**src/rtl/xfer_ctl_pkg.sv**
```systemverilog
package xfer_ctl_pkg;
  typedef struct packed {
    logic uflow;
    logic sw;
    logic tmr;
  } trig_src_t;

  localparam int unsigned NUM_SRC = $bits(trig_src_t);
endpackage

```
**src/rtl/xfer_trig_merge.sv**
```systemverilog
module xfer_trig_merge
  import xfer_ctl_pkg::*;
(
  input  logic uflow_i,
  input  logic sw_wr_i,
  input  logic sw_wdata_i,
  input  logic tmr_wr_i,
  input  logic tmr_en_i,
  output logic trig_o
);
  trig_src_t src;

  always_comb begin
    src.uflow = uflow_i;
    src.sw    = sw_wr_i & sw_wdata_i;
    src.tmr   = tmr_wr_i & tmr_en_i;
  end

  // one strobe however many sources coincide
  assign trig_o = |src;
endmodule

```
**src/rtl/xfer_os_fall.sv**
```systemverilog
module xfer_os_fall #(
  parameter int unsigned NUM_OS = 3
) (
  input  logic              clk_i,
  input  logic              rst_ni,
  input  logic [NUM_OS-1:0] os_i,
  output logic              any_fall_o
);
  logic [NUM_OS-1:0] fall;

  for (genvar g = 0; g < NUM_OS; g++) begin : g_ch
    logic lvl_q;
    always_ff @(posedge clk_i or negedge rst_ni) begin
      if (!rst_ni) lvl_q <= 1'b0;
      else         lvl_q <= os_i[g];
    end
    assign fall[g] = lvl_q & ~os_i[g];
  end

  assign any_fall_o = |fall;
endmodule

```
**src/rtl/xfer_pend.sv**
```systemverilog
module xfer_pend #(
  parameter int unsigned NUM_BUF = 2
) (
  input  logic               clk_i,
  input  logic               rst_ni,
  input  logic [NUM_BUF-1:0] buf_wr_i,
  input  logic               clr_i,
  output logic               pend_o
);
  logic pend_q;

  always_ff @(posedge clk_i or negedge rst_ni) begin
    if (!rst_ni)       pend_q <= 1'b0;
    else if (|buf_wr_i) pend_q <= 1'b1;  // new data wins over a clear
    else if (clr_i)     pend_q <= 1'b0;
  end

  assign pend_o = pend_q;
endmodule

```
**src/rtl/xfer_ctl_top.sv**
```systemverilog
module xfer_ctl_top #(
  parameter int unsigned NUM_OS  = 3,
  parameter int unsigned NUM_BUF = 2
) (
  input  logic               clk_i,
  input  logic               rst_ni,
  input  logic               uflow_i,
  input  logic               sw_trig_wr_i,
  input  logic               sw_trig_wdata_i,
  output logic               sw_trig_rdata_o,
  input  logic               tmr_wr_i,
  input  logic               tmr_trig_en_i,
  input  logic [NUM_BUF-1:0] buf_wr_i,
  input  logic               saw_mode_i,
  input  logic [NUM_OS-1:0]  os_pulse_i,
  output logic               xfer_o,
  output logic               dt_trig_o
);
  logic trig, any_fall, pend, xfer_d, dt_d, tri_xfer;

  xfer_trig_merge u_merge (
    .uflow_i    (uflow_i),
    .sw_wr_i    (sw_trig_wr_i),
    .sw_wdata_i (sw_trig_wdata_i),
    .tmr_wr_i   (tmr_wr_i),
    .tmr_en_i   (tmr_trig_en_i),
    .trig_o     (trig)
  );

  xfer_os_fall #(.NUM_OS(NUM_OS)) u_fall (
    .clk_i      (clk_i),
    .rst_ni     (rst_ni),
    .os_i       (os_pulse_i),
    .any_fall_o (any_fall)
  );

  assign tri_xfer = trig & ~saw_mode_i & pend;

  xfer_pend #(.NUM_BUF(NUM_BUF)) u_pend (
    .clk_i    (clk_i),
    .rst_ni   (rst_ni),
    .buf_wr_i (buf_wr_i),
    .clr_i    (tri_xfer),
    .pend_o   (pend)
  );

  assign xfer_d = tri_xfer | (trig & saw_mode_i);
  assign dt_d   = any_fall | (trig & saw_mode_i);

  always_ff @(posedge clk_i or negedge rst_ni) begin
    if (!rst_ni) begin
      xfer_o    <= 1'b0;
      dt_trig_o <= 1'b0;
    end else begin
      xfer_o    <= xfer_d;
      dt_trig_o <= dt_d;
    end
  end

  // trigger bit is write-only in effect
  assign sw_trig_rdata_o = 1'b0;
endmodule

```
**config.mk**
```make
export PLATFORM = sky130hd
export DESIGN_NAME = xfer_ctl_top
export DESIGN_NICKNAME = d
export VERILOG_FILES = /design/src/rtl/xfer_ctl_pkg.sv /design/src/rtl/xfer_trig_merge.sv /design/src/rtl/xfer_os_fall.sv /design/src/rtl/xfer_pend.sv /design/src/rtl/xfer_ctl_top.sv
export SDC_FILE = /design/constraint.sdc
export NUM_CORES = 1
export LEC_CHECK = 0
export BUFFER_PORTS_ARGS = -buffer_cell sky130_fd_sc_hd__buf_2
export CAP_MARGIN = 15
export CORE_AREA = 3 3 40 42
export DETAILED_ROUTE_END_ITERATION = 10
export DIE_AREA = 0 0 43 45
export GPL_ROUTABILITY_DRIVEN = 0
export HOLD_SLACK_MARGIN = 0.1
export PLACE_DENSITY = 0.49
export SYNTH_ARGS = -nofsm -noshare
export SYNTH_HDL_FRONTEND = slang
export SYNTH_HIERARCHICAL = 1
export SYNTH_SLANG_ARGS = --single-unit
```
**constraint.sdc**
```tcl
create_clock -name clk_i -period 1.35 [get_ports clk_i]
set_input_delay 0.0675 -clock clk_i [delete_from_list [all_inputs] [get_ports clk_i]]
set_output_delay 0.0675 -clock clk_i [all_outputs]
set_load 0.05 [all_outputs]
```
==> flow_metrics.env <==
export IMPL_slew_violations=0
export IMPL_total_power_mw=0.449
export IMPL_worst_r2r_path_depth=3
export IMPL_clock_tree_from_tritoncts="done"
export IMPL_critPathArrivalTime_ps=1390
export IMPL_cp_start_kind="primary input"
export IMPL_detail_route_wirelength_um=538
export IMPL_critical_path_cell_chain="dlygate4sd3_1, buf_2, nor2_1, dlygate4sd3_1, o21ai_1"
export IMPL_synth_warnings=6
export IMPL_asyncSetResetFlopFracSynth_pct=100
export IMPL_p_clk_share_pct=37.7
export IMPL_netlist_area_leader_share_pct=63.2
export IMPL_final_antenna_net_count=0
export IMPL_synthMuxAreaShare_pct=0
export IMPL_critical_path_max_stage_delay_ps=540
export IMPL_worstHoldPathType="in2async"
export IMPL_post_synth_main_area_contributors="sky130_fd_sc_hd__dfrtp_1 (63%), sky130_fd_sc_hd__o221ai_2 (6.3%), sky130_fd_sc_hd__inv_1 (4.7%), sky130_fd_sc_hd__a221o_1 (4.2%), sky130_fd_sc_hd__a21o_2 (3.7%)"
export IMPL_synth_compound_area_share_pct=19.5
export IMPL_post_route_drc_count=0
export IMPL_grt_setup_unrepaired="false"
export IMPL_yosys_most_used_dff="sky130_fd_sc_hd__dfrtp_1"
export IMPL_areaGrowthSynthToFinish_pct=73.2
export IMPL_synthSimpleGateAreaFrac_pct=7.89
export IMPL_setup_slack_ps=87.8
export IMPL_power_share_sequential_pct=43.4
export IMPL_crit_required_ps=1480
export IMPL_fin_skew_ps=3.35
export IMPL_syn_mean_instance_area_sq_um=12.5
export IMPL_port_buffer_count=14
export IMPL_intPower_mw=0.332
export IMPL_grt_remaining_overflow=0
export IMPL_outcome="completed"
export IMPL_antenna_violations_before_repair=0
export IMPL_post_synth_net_total=32
export IMPL_critPathMostFrequentCell="sky130_fd_sc_hd__dlygate4sd3_1"
export IMPL_pwr_share_comb_pct=19.0
export IMPL_first_pass_grt_wire_length_um=903
export IMPL_nNetsFinal=57
export IMPL_floorplan_rows=13
export IMPL_detail_route_first_pass_iterations=2
export IMPL_preCtsSetupSlack_ps=418
export IMPL_vdd_drop_max_uv=429
export IMPL_die_height_um=45
export IMPL_layout_worst_path_cycle_share_pct=93.5
export IMPL_ioPinCount=16
export IMPL_design_core_area_sq_um=1280
export IMPL_grt_start_max_net_pins=7
export IMPL_max_cap_violations=0
export IMPL_clkTransAtPathRegs_ps=50
export IMPL_num_vias=219
export IMPL_element_type_at_the_critical_path_end="flop"
export IMPL_yosys_cell_count_top_type="sky130_fd_sc_hd__dfrtp_1"
export IMPL_setup_viol=0
export IMPL_synth_edff_count=0
export IMPL_h_tree_depth=1
export IMPL_finalCriticalPeriod_ps=1260
export IMPL_synth_adder_area_share_pct=0
export IMPL_root_buffer="sky130_fd_sc_hd__clkbuf_4"
export IMPL_power_net_switching_mw=0.117
export IMPL_r2r_slack_ps=530
export IMPL_synth_common_cells="sky130_fd_sc_hd__dfrtp_1 (6), sky130_fd_sc_hd__inv_1 (3)"
export IMPL_netlist_top_cell_by_area="sky130_fd_sc_hd__dfrtp_1"
export IMPL_first_iter_violations=1
export IMPL_power_density_nw_per_um2=1090
export IMPL_reg2reg_from="u_fall/g_ch[2].lvl_q"
export IMPL_finalHoldViolCount=0
export IMPL_crit_path_max_fanout=1
export IMPL_synth_xor_xnor_area_share_pct=0
export IMPL_postSynthCellCount=19
export IMPL_layout_drive_gt1_share_pct=45.2
export IMPL_setup_tns_final_ps=0
export IMPL_floorplan_die_width_um=43
export IMPL_worst_path_max_delay_cell="sky130_fd_sc_hd__dlygate4sd3_1"
export IMPL_clock_sink_count=6
export IMPL_dp_hpwl_um=383
export IMPL_synth_yosys_seq_area_share_pct=63.2
export IMPL_longest_clk_path_bufs=2
export IMPL_postSynthRegisterBits=6
export IMPL_post_drt_wl_per_cell_um=9.44
export IMPL_tritoncts_num_buffers=3
export IMPL_clock_insertion_delay_worst_skew_ps=250
export IMPL_crit_type="in2reg"
export IMPL_power_switching_share_pct=26.1
export IMPL_cellLeakagePower_nw=0.209
export IMPL_antenna_cells=0
export IMPL_vias_per_inst=3.84
export IMPL_synth_cell_type_count=12
export IMPL_grt_pass1_vias=234
export IMPL_gr_usage_all_layers_pct=7.30
export IMPL_max_clock_freq_mhz=792
export IMPL_design_die_area_sq_um=1940
export IMPL_critical_path_reg2reg_endpoint="dt_trig_o"
export IMPL_floorplan_initialDensity_pct=18.5
export IMPL_synth_top_family_by_area="compound AO/OA/AOI/OAI gates"
export IMPL_synth_cell_area_sq_um=238
export IMPL_ctsResizeCount=0
-- layer usage --
metal	up-vias	GRT usage, %	routed length (um)
met3	0	7.17	89
met5	-	0	0
li1	108	-	-
met2	18	9.88	215
met1	93	7.41	233
met4	0	3.61	0
-- power by group through the flow --
| stage | logic (mW) | clock network [mW] | registers (mW) |
|---|---|---|---|
| after floorplan | 0.0246 | 0 | 0.215 |
| after detailed placement | 0.0708 | 0 | 0.198 |
| after CTS | 0.0859 | 0.180 | 0.195 |
| final | 0.0851 | 0.169 | 0.195 |
| after global routing | 0.0931 | 0.194 | 0.196 |
| after global placement | 0.0707 | 0 | 0.197 |
-- critical path: cells and delay by family --
family | cells | cell delay (ps)
buf+inv | 3 | 1190
simple gates | 1 | 80
compound gates | 1 | 60
-- cell usage in the layout, fill, tap and decap left out --
| cell | instances |
|---|---|
| sky130_fd_sc_hd__a221o_1 | 1 |
| sky130_fd_sc_hd__o21ai_1 | 1 |
| sky130_fd_sc_hd__buf_2 | 14 |
| sky130_fd_sc_hd__dlygate4sd3_1 | 7 |
| sky130_fd_sc_hd__conb_1 | 1 |
| sky130_fd_sc_hd__o21a_1 | 1 |
| sky130_fd_sc_hd__nor2_1 | 1 |
| sky130_fd_sc_hd__and3b_1 | 1 |
| sky130_fd_sc_hd__clkbuf_4 | 3 |
| sky130_fd_sc_hd__o221ai_2 | 1 |
| sky130_fd_sc_hd__dfrtp_1 | 6 |
| sky130_fd_sc_hd__inv_1 | 3 |
| sky130_fd_sc_hd__nand2b_1 | 1 |
| sky130_fd_sc_hd__a21o_2 | 1 |
-- flip-flops by register name, summed over array words and instances, names as in the netlist --
signal and cells:
u_fall/g_ch.lvl_q 3, dt_trig_o 1, u_pend/pend_o 1, xfer_o 1
-- final cells by class --
class,count,area [sq um]
Multi-Input combinational cell,9,68.8
Fill cell,124,873
Timing Repair Buffer,21,140
Sequential cell,6,150
Tap cell,15,18.8
Clock buffer,3,22.5
Inverter,3,11.3
-- kinds of logic after synthesis --
family / count (synthesis)
AO/OA/AOI/OAI: 5
buffers and inverters: 4
flip-flops: 6
other: 1
AND/OR/NAND/NOR: 3
-- what timing repair did --
item                                    CTS  global route
endpoints found under the setup margin    0             0
buffers inserted                          0             0
hold buffers                              7             0
endpoints found under the hold margin    12             0
-- worst max path at each step --
stage | cells after the start | startpoint | slack (ps) | to
after floorplan | 3 | u_fall/g_ch[0].lvl_q | 570 | dt_trig_o
after global placement | 4 | tmr_wr_i | 460 | u_pend/pend_o
after detailed placement | 4 | tmr_wr_i | 420 | u_pend/pend_o
after CTS | 5 | buf_wr_i[0] | 110 | u_pend/pend_o
after global routing | 5 | buf_wr_i[0] | 50 | u_pend/pend_o
final | 5 | buf_wr_i[0] | 90 | u_pend/pend_o
-- stage by stage --
step	hold WS, ps	instances	cell area [sq um]	utilization (%)
global route	169	57	412	32.0
finish	174	57	412	32.0
CTS	168	57	412	32.0
floorplan	-228	19	238	-
global placement	-101	47	319	24.8
detailed placement	-101	47	319	24.8
Note: power is estimated with default switching activity, not from simulation.
